===== src/rtl/pcount_tx_pkg.sv =====
package pcount_tx_pkg;
  typedef logic [7:0] val_t;
  localparam int unsigned NUM_VALUES = 5;
  localparam int unsigned NUM_SLOTS  = NUM_VALUES + 1;
  localparam int unsigned SLOT_W     = $clog2(NUM_SLOTS);
endpackage


===== src/rtl/pcount_tick_gen.sv =====
module pcount_tick_gen #(
  parameter int unsigned HALF_TICKS = 2
) (
  input  logic clk,
  input  logic rst_n,
  input  logic run_i,
  output logic tick_o
);
  localparam int unsigned DIV_W = (HALF_TICKS > 1) ? $clog2(HALF_TICKS) : 1;
  localparam logic [DIV_W-1:0] DIV_LAST = DIV_W'(HALF_TICKS - 1);

  logic [DIV_W-1:0] div_q, div_d;

  always_comb begin
    tick_o = run_i && (div_q == DIV_LAST);
    if (!run_i || tick_o) div_d = '0;
    else                  div_d = div_q + 1'b1;
  end

  always_ff @(posedge clk or negedge rst_n) begin
    if (!rst_n) div_q <= '0;
    else        div_q <= div_d;
  end


  div_range_chk: assert property (@(posedge clk) disable iff (!rst_n)
    div_q <= DIV_LAST);
endmodule


===== src/rtl/pcount_slot_seq.sv =====
module pcount_slot_seq
  import pcount_tx_pkg::*;
#(
  parameter int unsigned FIRST_HALVES = 940,
  parameter int unsigned SLOT_HALVES  = 800,
  localparam int unsigned MAX_HALVES  = (FIRST_HALVES > SLOT_HALVES) ? FIRST_HALVES : SLOT_HALVES,
  localparam int unsigned HALF_W      = $clog2(MAX_HALVES)
) (
  input  logic              clk,
  input  logic              rst_n,
  input  logic              accept_i,
  input  logic              tick_i,
  output logic              active_o,
  output logic [SLOT_W-1:0] slot_o,
  output logic [HALF_W-1:0] half_o,
  output logic              done_o
);
  localparam logic [SLOT_W-1:0] SLOT_LAST = SLOT_W'(NUM_SLOTS - 1);
  localparam logic [HALF_W-1:0] FIRST_END = HALF_W'(FIRST_HALVES - 1);
  localparam logic [HALF_W-1:0] SLOT_END  = HALF_W'(SLOT_HALVES - 1);

  logic              active_q, active_d;
  logic [SLOT_W-1:0] slot_q, slot_d;
  logic [HALF_W-1:0] half_q, half_d;
  logic              done_q, done_d;
  logic              slot_end;

  always_comb begin
    slot_end = (slot_q == '0) ? (half_q == FIRST_END) : (half_q == SLOT_END);
    active_d = active_q;
    slot_d   = slot_q;
    half_d   = half_q;
    done_d   = 1'b0;
    if (!active_q) begin
      if (accept_i) begin
        active_d = 1'b1;
        slot_d   = '0;
        half_d   = '0;
      end
    end else if (tick_i) begin
      if (slot_end) begin
        half_d = '0;
        if (slot_q == SLOT_LAST) begin
          active_d = 1'b0;
          slot_d   = '0;
          done_d   = 1'b1;
        end else begin
          slot_d = slot_q + 1'b1;
        end
      end else begin
        half_d = half_q + 1'b1;
      end
    end
  end

  always_ff @(posedge clk or negedge rst_n) begin
    if (!rst_n) begin
      active_q <= 1'b0;
      slot_q   <= '0;
      half_q   <= '0;
      done_q   <= 1'b0;
    end else begin
      active_q <= active_d;
      slot_q   <= slot_d;
      half_q   <= half_d;
      done_q   <= done_d;
    end
  end

  assign active_o = active_q;
  assign slot_o   = slot_q;
  assign half_o   = half_q;
  assign done_o   = done_q;


  slot_range_chk: assert property (@(posedge clk) disable iff (!rst_n)
    active_q |-> (slot_q <= SLOT_LAST));


  done_width_chk: assert property (@(posedge clk) disable iff (!rst_n)
    done_q |=> !done_q);


  done_end_chk: assert property (@(posedge clk) disable iff (!rst_n)
    done_q |-> (!active_q && $past(active_q)));
endmodule


===== src/rtl/pcount_shaper.sv =====
module pcount_shaper
  import pcount_tx_pkg::*;
#(
  parameter int unsigned WAKE_PULSES = 5,
  parameter int unsigned HALF_W      = 10
) (
  input  logic              clk,
  input  logic              rst_n,
  input  logic              active_i,
  input  logic [SLOT_W-1:0] slot_i,
  input  logic [HALF_W-1:0] half_i,
  input  val_t              vals_i [NUM_VALUES],
  output logic              line_o
);
  localparam int unsigned CMP_W = (HALF_W > 9) ? HALF_W : 9;

  logic [CMP_W-1:0] pulse_idx;
  logic [CMP_W-1:0] pulse_cnt;

  always_comb begin
    pulse_idx = CMP_W'(half_i >> 1);
    pulse_cnt = CMP_W'(WAKE_PULSES);
    for (int i = 0; i < NUM_VALUES; i++) begin
      if (slot_i == SLOT_W'(i + 1)) pulse_cnt = CMP_W'(vals_i[i]);
    end
    line_o = active_i && !half_i[0] && (pulse_idx < pulse_cnt);
  end


  line_idle_chk: assert property (@(posedge clk) disable iff (!rst_n)
    line_o |-> active_i);
endmodule


===== src/rtl/pcount_tx.sv =====
module pcount_tx
  import pcount_tx_pkg::*;
#(
  parameter int unsigned CLK_HZ       = 50_000_000,
  parameter int unsigned PULSE_HZ     = 2000,
  parameter int unsigned WAKE_PULSES  = 5,
  parameter int unsigned FIRST_HALVES = 940,
  parameter int unsigned SLOT_HALVES  = 800
) (
  input  logic       clk,
  input  logic       rst_n,
  input  logic       start_i,
  input  logic [7:0] dat0_i,
  input  logic [7:0] dat1_i,
  input  logic [7:0] dat2_i,
  input  logic [7:0] sum0_i,
  input  logic [7:0] sum1_i,
  output logic       line_o,
  output logic       busy_o,
  output logic       done_o
);
  localparam int unsigned HALF_TICKS = CLK_HZ / (2 * PULSE_HZ);
  localparam int unsigned MAX_HALVES = (FIRST_HALVES > SLOT_HALVES) ? FIRST_HALVES : SLOT_HALVES;
  localparam int unsigned HALF_W     = $clog2(MAX_HALVES);

  if ((CLK_HZ % (2 * PULSE_HZ)) != 0 || HALF_TICKS == 0) begin : g_bad_clock
    $error("CLK_HZ must be a nonzero multiple of twice PULSE_HZ");
  end
  if (SLOT_HALVES < 2 * 255 || FIRST_HALVES < 2 * WAKE_PULSES) begin : g_bad_slot
    $error("slot too short for its largest burst");
  end

  val_t vals_in [NUM_VALUES];
  val_t vals_q  [NUM_VALUES];
  val_t vals_d  [NUM_VALUES];
  logic accept;
  logic tick;
  logic active;
  logic [SLOT_W-1:0] slot;
  logic [HALF_W-1:0] half;

  assign vals_in[0] = dat0_i;
  assign vals_in[1] = dat1_i;
  assign vals_in[2] = dat2_i;
  assign vals_in[3] = sum0_i;
  assign vals_in[4] = sum1_i;

  assign accept = start_i && !active;

  always_comb begin
    for (int i = 0; i < NUM_VALUES; i++) vals_d[i] = accept ? vals_in[i] : vals_q[i];
  end

  always_ff @(posedge clk or negedge rst_n) begin
    if (!rst_n) begin
      for (int i = 0; i < NUM_VALUES; i++) vals_q[i] <= '0;
    end else begin
      for (int i = 0; i < NUM_VALUES; i++) vals_q[i] <= vals_d[i];
    end
  end

  pcount_tick_gen #(.HALF_TICKS(HALF_TICKS)) u_tick (
    .clk    (clk),
    .rst_n  (rst_n),
    .run_i  (active),
    .tick_o (tick)
  );

  pcount_slot_seq #(
    .FIRST_HALVES (FIRST_HALVES),
    .SLOT_HALVES  (SLOT_HALVES)
  ) u_seq (
    .clk      (clk),
    .rst_n    (rst_n),
    .accept_i (accept),
    .tick_i   (tick),
    .active_o (active),
    .slot_o   (slot),
    .half_o   (half),
    .done_o   (done_o)
  );

  pcount_shaper #(
    .WAKE_PULSES (WAKE_PULSES),
    .HALF_W      (HALF_W)
  ) u_shape (
    .clk      (clk),
    .rst_n    (rst_n),
    .active_i (active),
    .slot_i   (slot),
    .half_i   (half),
    .vals_i   (vals_q),
    .line_o   (line_o)
  );

  assign busy_o = active;


  vals_hold_chk: assert property (@(posedge clk) disable iff (!rst_n)
    (active && $past(active)) |-> ($stable(vals_q[0]) && $stable(vals_q[1]) &&
      $stable(vals_q[2]) && $stable(vals_q[3]) && $stable(vals_q[4])));


  accept_busy_chk: assert property (@(posedge clk) disable iff (!rst_n)
    (start_i && !active) |=> active);
endmodule


===== config.mk =====
export PLATFORM = sky130hd
export DESIGN_NAME = pcount_tx
export DESIGN_NICKNAME = d
export VERILOG_FILES = /design/src/rtl/pcount_tx_pkg.sv /design/src/rtl/pcount_tick_gen.sv /design/src/rtl/pcount_slot_seq.sv /design/src/rtl/pcount_shaper.sv /design/src/rtl/pcount_tx.sv
export SDC_FILE = /design/constraint.sdc
export NUM_CORES = 1
export LEC_CHECK = 0
export ABC_CLOCK_PERIOD_IN_PS = 5200
export BUFFER_PORTS_ARGS = -buffer_cell sky130_fd_sc_hd__buf_4
export CORE_UTILIZATION = 60
export CTS_BUF_LIST = sky130_fd_sc_hd__clkbuf_8
export CTS_CLUSTER_DIAMETER = 80
export DETAILED_ROUTE_END_ITERATION = 16
export GPL_TIMING_DRIVEN = 0
export PLACE_DENSITY_LB_ADDON = 0.05
export RECOVER_POWER = 25
export REMOVE_ABC_BUFFERS = 1
export SETUP_SLACK_MARGIN = 0.15
export SYNTH_ARGS = -nofsm -noshare
export SYNTH_HDL_FRONTEND = slang
export SYNTH_SLANG_ARGS = --single-unit

===== constraint.sdc =====
create_clock -name clk -period 5.2 [get_ports clk]
set_input_delay 1.56 -clock clk [delete_from_list [all_inputs] [get_ports clk]]
set_output_delay 1.56 -clock clk [all_outputs]
set_load 0.005 [all_outputs]

==> results of run 1 <==
==> synth_stat cells (all sizes together) (7+ instances only) <==
cell type,instances,area [µm²]
dfrtp,69,1727
mux2,39,439.2
nand2,29,108.9
nor2,27,101.4
nand3,17,90.09
o21ai,17,85.08
clkbuf,13,48.80
a21oi,12,63.81
ha,10,125.1
mux2i,9,90.09
inv,8,30.03
nand4,7,43.79
xor2,7,61.31
==> area by class of cell <==
type                            count  area, µm²
Tap cell                           72      90.09
Clock buffer                        9      123.9
Inverter                            8      30.03
Clock inverter                      7      98.84
Fill cell                         410       1421
Sequential cell                    69       1728
Timing Repair Buffer               46      362.8
Multi-Input combinational cell    240       1753
==> layer usage <==
metal | wire [µm] | GRT usage (%)
met2 | 3552 | 41.38
met5 | 0 | 0
met3 | 288 | 4.713
met4 | 124 | 11.09
met1 | 3360 | 33.87
==> sequential cells by signal, summed over array words and instances, names as in the netlist <==
register,flops
u_seq.done_o,1
vals_q,40
u_seq.slot_o,3
u_seq.active_o,1
u_seq.half_o,10
u_tick.div_q,14
==> worst min path at each step <==
stage	start	endpoint	slack [ps]	cells past startpoint
final	vals_q[16]	vals_q[16]	510	1
after global placement	vals_q[16]	vals_q[16]	480	1
after detailed placement	vals_q[16]	vals_q[16]	490	1
after global routing	vals_q[18]	vals_q[18]	530	1
after floorplan	u_tick.div_q[0]	u_tick.div_q[0]	470	1
after CTS	vals_q[16]	vals_q[16]	510	1
==> cell families (layout without fill, tap and decap cells) <==
family | after synthesis | after routing
mux | 48 | 48
buf+inv | 25 | 70
flops | 69 | 69
fa+ha+maj | 10 | 10
compound gates | 54 | 54
xor+xnor | 12 | 12
simple gates | 116 | 116
==> timing repair <==
item,4_1_cts,5_1_grt
cloned,0,0
gates resized for setup,2,3
pin swaps,0,0
hold endpoints to repair,0,0
endpoints found under the setup margin,1,1
==> report_power, final <==
group / total, mW / internal (mW) / switching, mW
combinational: 0.168 / 0.0955 / 0.0730
sequential: 0.655 / 0.602 / 0.0536
clock: 0.491 / 0.272 / 0.219
total: 1.31 / 0.969 / 0.345
==> impl_metrics.toml, run 1 <==
[outcome]
outcome = "finished with violations"
failed_checks = "capacitance limit, slew limit"

[yosys]
synth_top_family_by_area = "simple AND/OR/NAND/NOR gates"
synthMuxAreaShare_pct = 14.89
ys_seq_area_share_pct = 48.57
synth_edf_count = 0
synth_xor_area_share_pct = 2.957
synthSimpleGateAreaFrac_pct = 17.32
synthAdderAreaFrac_pct = 3.520
synth_compound_area_share_pct = 9.891
ys.flop_type = "dfrtp_1"
yosysWarnings = 0
synth-seq-cells = 69
syn_area_per_cell_um2 = 10.64
synth_cells = 334
async_flop_share_pct = 100.0
syn_area_mm2 = 0.003555
synth_cell_types = 46

[detailed_routing]
num_vias = 2661
viasPerCell = 5.900
drt-total-wl_mm = 7.325
drt-pass1-iter-count = 4
post-route-drc-count = 0
ant_nets = 0
wire_per_inst_um = 16.24
drtIter0Drc = 202

[die]
die_y_um = 78.97
row_count = 27
die_area_mm2 = 0.006236
die_w_um = 78.97
core-area_mm2 = 0.005608
start_util_pct = 63.39
ios = 46

[sta]
maxSlewViolCount = 70
finalSetupTns_ps = 0
post-route-min-period_ps = 4599
rsz0062_at_grt = "false"
max-slew-margin-rel_pct = -14.65
whs_ps = 507.1
hold_viol = 0
skew_ps = 5.911
setup_ws_ps = 601.0
fmax_ghz = 0.2174
finalCritPeriodShare_pct = 88.44
tightest_slew_ps = 1720
setup_violations = 0

[clocking]
tritoncts = "yes"
clock_latency_ps = 350
cts_sinks = 69
htree_levels = 3
clk_pin_slew_ps = 80
cts_buffers = 9
holdBufCountCts = 0
postCtsSetupRepairBufs = 0
root_buffer = "clkbuf_8"
clockBufferDepth = 2

[hold_path]
hp-class = "reg -> reg"

[finish]
final_cell_mix = "dfrtp_1, buf_4, mux2_2, nand2_1, nor2_1"
layout-drive-gt1-share_pct = 29.82
syn_to_final_growth_pct = 17.78
instances_no_fill = 451
diodes = 0
final_common_cell = "dfrtp_1"
fin_nets = 427
post-route-util_pct = 74.65
final_area_mm2 = 0.004187

[critical_path]
crit_type = "reg -> out"
critPathBufInv = 1
startpoint = "u_seq.slot_o[0]"
r2r_setup_slack_ps = 2810
timing.critical_path.to = "line_o"
critPathCaptureType = "primary output"
cp_max_fo = 21
r2r_end = "u_seq.half_o[6]"
critPathArrivalTime_ps = 3040
cpPeakStageDelay_ps = 580
r2r_start = "u_seq.slot_o[0]"
slowest_stage = "dfrtp_2"
worstPathRequired_ps = 3640
reg2reg_depth = 5
cp_num_cells = 10
critPathLaunchType = "register"
critPathTopFamily = "compound AO/OA/AOI/OAI gates"
path_cells = "nor3b_2 > a22oi_1 > o21ai_0 > a21oi_1 > ha_1 > nand4b_1 > a311oi_1 > a31oi_1 > o21a_1 > buf_4"

[placement]
dpl_cell_area_mm2 = 0.003946
dp_hpwl_mm = 4.992
routabilityCongestion = 0.7811
io_buffers = 45
place.detailed.instances = 435
post-place-ws_ps = 227.4

[global_routing]
antenna_found_initial = 0
grt_pass1_wl_mm = 12.17
track_usage_pct = 25.65
first_global_vias = 2642
grt.overflow.total = 0
grt_max_degree = 70

[power_and_ir_drop]
total_power_mw = 1.315
ir_worst_vdd_mv = 0.2423
p_leak_nw = 1.827
p_per_area_mw_per_mm2 = 314.0

[flow_run]
drv_cap = 1
Power figures use the tool's default switching activity.
==> run 2, diff against run 1 <==
--- a/config.mk
+++ b/config.mk
@@ -19,3 +19,4 @@
 export SYNTH_ARGS = -nofsm -noshare
 export SYNTH_HDL_FRONTEND = slang
+export SYNTH_HIERARCHICAL = 1
 export SYNTH_SLANG_ARGS = --single-unit
==> constraint.sdc (replaced) <==
create_clock -name clk -period 5.2 [get_ports clk]
set_input_delay 1.56 -clock clk [delete_from_list [all_inputs] [get_ports clk]]
set_output_delay 1.56 -clock clk [all_outputs]
set_load 0.05 [all_outputs]
==> impl_metrics.toml, run 2 <==
[clocking]
clockBufferDepth = 2
cts_sinks = 69
clk_pin_slew_ps = 70
clock_latency_ps = 340
holdBufCountCts = 0
root_buffer = "clkbuf_8"
htree_levels = 3
cts_buffers = 9
tritoncts = "yes"

[die]
die_area_mm2 = 0.006735
ios = 46
start_util_pct = 63.46
core-area_mm2 = 0.006061
die_w_um = 82.07
row_count = 28
die_y_um = 82.07

[detailed_routing]
post-route-drc-count = 0
drt-total-wl_mm = 7.479
ant_nets = 0
viasPerCell = 5.855
drtIter0Drc = 162
drt-pass1-iter-count = 5
num_vias = 2576
wire_per_inst_um = 17.00

[yosys]
synth_xor_area_share_pct = 2.960
synth_compound_area_share_pct = 8.003
ys.flop_type = "dfrtp_1"
yosysTopAreaCell = "dfrtp_1"
ys_top_cells_by_count = "dfrtp_1, mux2_4, nand2_1, nor2_1, nand3_1"
ys_seq_area_share_pct = 44.89
synth_cells = 317
synth-seq-cells = 69
yosysMostFrequentCell = "dfrtp_1"
yosysWarnings = 6
synthAdderAreaFrac_pct = 3.253
synthMuxAreaShare_pct = 20.59
synth_top_family_by_area = "multiplexers"
synth_cell_types = 55
syn_area_mm2 = 0.003846
synthSimpleGateAreaFrac_pct = 15.48
async_flop_share_pct = 100.0
yosysTopAreaCellShare_pct = 44.89
syn_area_per_cell_um2 = 12.13
synth.top_cells.by_area = "dfrtp_1, mux2_4, ha_1, mux2_2, nand2_1"
synth_edf_count = 0

[finish]
top_register = "vals_q"
seq_area_mm2 = 0.001728
largest_reg_flops = 40
diodes = 0
final_cell_mix = "dfrtp_1, buf_4, mux2_4, nand2_1, nor2_1"
final_common_cell = "dfrtp_1"
post-route-util_pct = 72.79
fillers = 439
layout-drive-gt1-share_pct = 34.79
fin_nets = 413
syn_to_final_growth_pct = 14.70
multi_input_area_mm2 = 0.001932

[critical_path]
critPathLaunchType = "register"
worstPathRequired_ps = 3640
critPathArrivalTime_ps = 3140
crit_type = "reg -> out"
critPathCaptureType = "primary output"
cp_max_fo = 22

[power_and_ir_drop]
clkPwrFrac_pct = 48.8
p_per_area_mw_per_mm2 = 278.1
p_int_uw = 991.7
ir_worst_vdd_mv = 0.2175
total_power_mw = 1.227
power.switching_uw = 235.2
p_leak_nw = 2.064
switching_share_pct = 19.17
power_frac_seq_pct = 45.8
p_comb_share_pct = 5.4

[sta]
finalSetupTns_ps = 0
max-slew-margin-rel_pct = -10.84
fmax_ghz = 0.2127
finalCritPeriodShare_pct = 90.39
post-route-min-period_ps = 4700
skew_ps = 2.964
hold_viol = 0
tightest_slew_ps = 1663
rsz0062_at_grt = "false"
maxSlewViolCount = 70
setup_ws_ps = 499.5
setup_violations = 0

[outcome]
failed_checks = "capacitance limit, slew limit"
outcome = "finished with violations"

[hold_path]
hp-class = "reg -> reg"

[global_routing]
grt_pass1_wl_mm = 12.45
antenna_found_initial = 0
grt_max_degree = 70
track_usage_pct = 25.10
grt.overflow.total = 0
first_global_vias = 2649

[placement]
io_buffers = 45
routabilityCongestion = 0.8510
dp_hpwl_mm = 5.094
post-place-ws_ps = 527.0

[flow_run]
drv_cap = 1
[run 2: cell count changes in the layout (fill, tap and decap cells not counted), sizes merged, moves of 5 or more]
cell	change
o311ai	-5
o22a	+6
nor2	-6
mux2	+10
o21ai	-10
[run 2: repair_timing]
item,CTS,global route
resized for setup,1,0
setup endpoints to repair,1,0
setup buffers,0,0
[run 2: routing by layer]
metal / share of wire, % / GRT usage, % / routed length, µm
met2: 48 / 42.15 / 3614
met4: 0.86 / 6.667 / 64
met5: 0 / 0 / 0
met1: 47 / 31.86 / 3489
met3: 4.1 / 6.667 / 310
[run 2: kinds of logic after synthesis]
kind of cell,after synthesis
DFF,69
AOI/OAI and AO/OA,42
and+or+nand+nor,105
muxes,58
adders and majority gates,10
buffers and inverters,20
xor gates and xnor gates,13
[run 2: power groups by stage]
stage / Clock, mW / Sequential (mW) / Combinational, mW
after floorplan: 0 / 0.568 / 0.0294
after global placement: 0 / 0.570 / 0.0663
after detailed placement: 0 / 0.572 / 0.0679
after CTS: 0.611 / 0.562 / 0.0685
after global routing: 0.627 / 0.563 / 0.0733
final: 0.598 / 0.562 / 0.0668
[run 2: worst paths after layout]
path                       depth (start not counted)             from               to  slack [ps]
min reg2reg                                        1        vals_q[3]        vals_q[3]         510
min                                                1        vals_q[3]        vals_q[3]         510
max in group asynchronous                          1            rst_n  u_seq/slot_o[0]        2460
max reg2reg                                        8  u_tick/div_q[0]  u_seq/slot_o[2]        2950
min in group asynchronous                          1            rst_n       vals_q[29]        1640
max                                                9  u_seq/slot_o[0]           line_o         500
[run 2: stage by stage]
stage / std cells / area (µm²) / hold slack [ps]
2_1_floorplan: 303 / 3684 / 474.0
3_3_place_gp: 423 / 4115 / 489.0
3_5_place_dp: 424 / 4135 / 496.7
4_1_cts: 440 / 4417 / 514.7
5_1_grt: 440 / 4412 / 522.7
6_report: 440 / 4412 / 511.2
[run 2: critical path, stage by stage (launching register included)]
cell and delay [ps]:
dfrtp_2 740, nor2b_4 380, a22oi_1 130, o22a_1 230
ha_1 330, nand4_1 90, or4_1 460, a21oi_1 150
a311oi_1 80, buf_4 210
[run 2: layout make-up]
cell class / instances / area share (%)
clock buffers: 11 / 3.432
well taps: 75 / 2.127
multi-input cells: 228 / 43.79
repair buffers: 46 / 8.054
clock inverters: 5 / 2.921
flip-flops and latches: 69 / 39.17
inverters: 6 / 0.5105
==> run 3, diff against run 2 <==
==> constraint.sdc (replaced) <==
create_clock -name clk -period 5.2 [get_ports clk]
set_input_delay 0.26 -clock clk [delete_from_list [all_inputs] [get_ports clk]]
set_output_delay 0.26 -clock clk [all_outputs]
set_load 0.05 [all_outputs]
==> impl_metrics.toml, run 3 (synthesized netlist as in run 2, its figures left out) <==
[clocking]
tritoncts = "yes"
clockBufferDepth = 2
htree_levels = 3
clock_latency_ps = 340
root_buffer = "clkbuf_8"
clk_pin_slew_ps = 70
cts_sinks = 69
cts_buffers = 9
holdBufCountCts = 0
cts_resized = 0
postCtsSetupRepairBufs = 0

[global_routing]
grt.overflow.total = 0
first_global_vias = 2649
antenna_found_initial = 0
track_usage_pct = 25.10
grt_max_degree = 70
grt_pass1_wl_mm = 12.45

[critical_path]
worstPathRequired_ps = 4940
startpoint = "u_seq/slot_o[0]"
critPathLaunchType = "register"
critPathCaptureType = "primary output"
crit_type = "reg -> out"
r2r_start = "u_tick/div_q[0]"
critPathArrivalTime_ps = 3490
cp_max_fo = 22

[sta]
setup_violations = 0
finalCritPeriodShare_pct = 72.10
max-slew-margin-rel_pct = -137.9
finalSetupTns_ps = 0
hold_viol = 0
fmax_ghz = 0.2667
whs_ps = 144.1
post-route-min-period_ps = 3749
setup_ws_ps = 1451
maxSlewViolCount = 70
rsz0062_at_grt = "false"
tightest_slew_ps = 3568
skew_ps = 2.968

[finish]
syn_to_final_growth_pct = 14.70
layout-drive-gt1-share_pct = 34.52
diodes = 0
fin_nets = 413
top_register = "vals_q"
fillers = 440
largest_reg_flops = 40
seq_area_mm2 = 0.001727
final_cell_mix = "dfrtp_1, buf_4, mux2_4, nand2_1, nor2_1"
multi_input_area_mm2 = 0.001934
final_common_cell = "dfrtp_1"

[die]
die_w_um = 82.07
die_area_mm2 = 0.006735
start_util_pct = 63.46
die_y_um = 82.07
ios = 46
row_count = 28
core-area_mm2 = 0.006061

[placement]
io_buffers = 45
routabilityCongestion = 0.8510
dp_hpwl_mm = 5.094
post-place-ws_ps = 1827

[hold_path]
hp-class = "in -> reg"
min-delay-start = "dat1_i[6]"

[detailed_routing]
post-route-drc-count = 0
drt-pass1-iter-count = 5
ant_nets = 0
wire_per_inst_um = 17.00
drt-total-wl_mm = 7.478
num_vias = 2577
viasPerCell = 5.857
drtIter0Drc = 162

[power_and_ir_drop]
p_per_area_mw_per_mm2 = 278.1
ir_worst_vdd_mv = 0.2176
p_leak_nw = 2.060

[outcome]
failed_checks = "capacitance limit, slew limit"
outcome = "finished with violations"

[flow_run]
drv_cap = 1
-- run 3: changes by cell type in the layout (fill, tap and decap cells not counted) --
cell,before,now
dfrtp_1,68,69
clkbuf_1,0,1
nand2_1,26,25
clkbuf_2,1,0
dfrtp_2,1,0
nand2_2,0,1
-- run 3: path summary, 6_finish.rpt --
kind / slack (ps) / cells after the start / end
max: 1450 / 9 / line_o
min reg2reg: 510 / 1 / vals_q[3]
min: 140 / 2 / vals_q[30]
min in group asynchronous: 1130 / 1 / vals_q[29]
max in group asynchronous: 2060 / 1 / vals_q[24]
max reg2reg: 2900 / 8 / u_seq/slot_o[2]
-- run 3: per-stage QoR --
| step | std cells | utilization (%) | total power [mW] | instance area, µm² |
|---|---|---|---|---|
| final | 440 | 72.79 | 1.227 | 4412 |
| after CTS | 440 | 72.85 | 1.241 | 4415 |
| after global placement | 423 | 67.90 | 0.6368 | 4115 |
| after global routing | 440 | 72.79 | 1.263 | 4412 |
| after detailed placement | 424 | 68.23 | 0.6400 | 4135 |
| after floorplan | 303 | - | 0.5978 | 3684 |
-- run 3: per-layer routing --
| metal | wire length [µm] | global-route usage [%] |
|---|---|---|
| met2 | 3615 | 42.15 |
| met1 | 3485 | 31.86 |
| met5 | 0 | 0 |
| met3 | 313 | 6.667 |
| met4 | 64 | 6.667 |
-- run 3: final cells by class --
type,instances,area share [%]
multi-input cells,228,43.85
flip-flops and latches,69,39.14
repair buffers,46,8.026
clock buffers,11,3.432
clock inverters,5,2.921
well taps,75,2.127
inverters,6,0.5105
-- run 3: worst max-delay path, stage by stage (launching register included) --
cell,delay [ps]
dfrtp_1,1040
nor2b_4,430
a22oi_1,130
o22a_1,230
ha_1,330
nand4_1,90
or4_1,460
a21oi_1,150
a311oi_1,80
buf_4,210
-- run 3: power by group --
group | internal (mW) | leakage [nW] | total, mW | switching, mW
clock network | 0.395 | 0.140 | 0.598 | 0.203
registers | 0.552 | 0.849 | 0.562 | 0.00970
logic | 0.0441 | 1.07 | 0.0666 | 0.0225
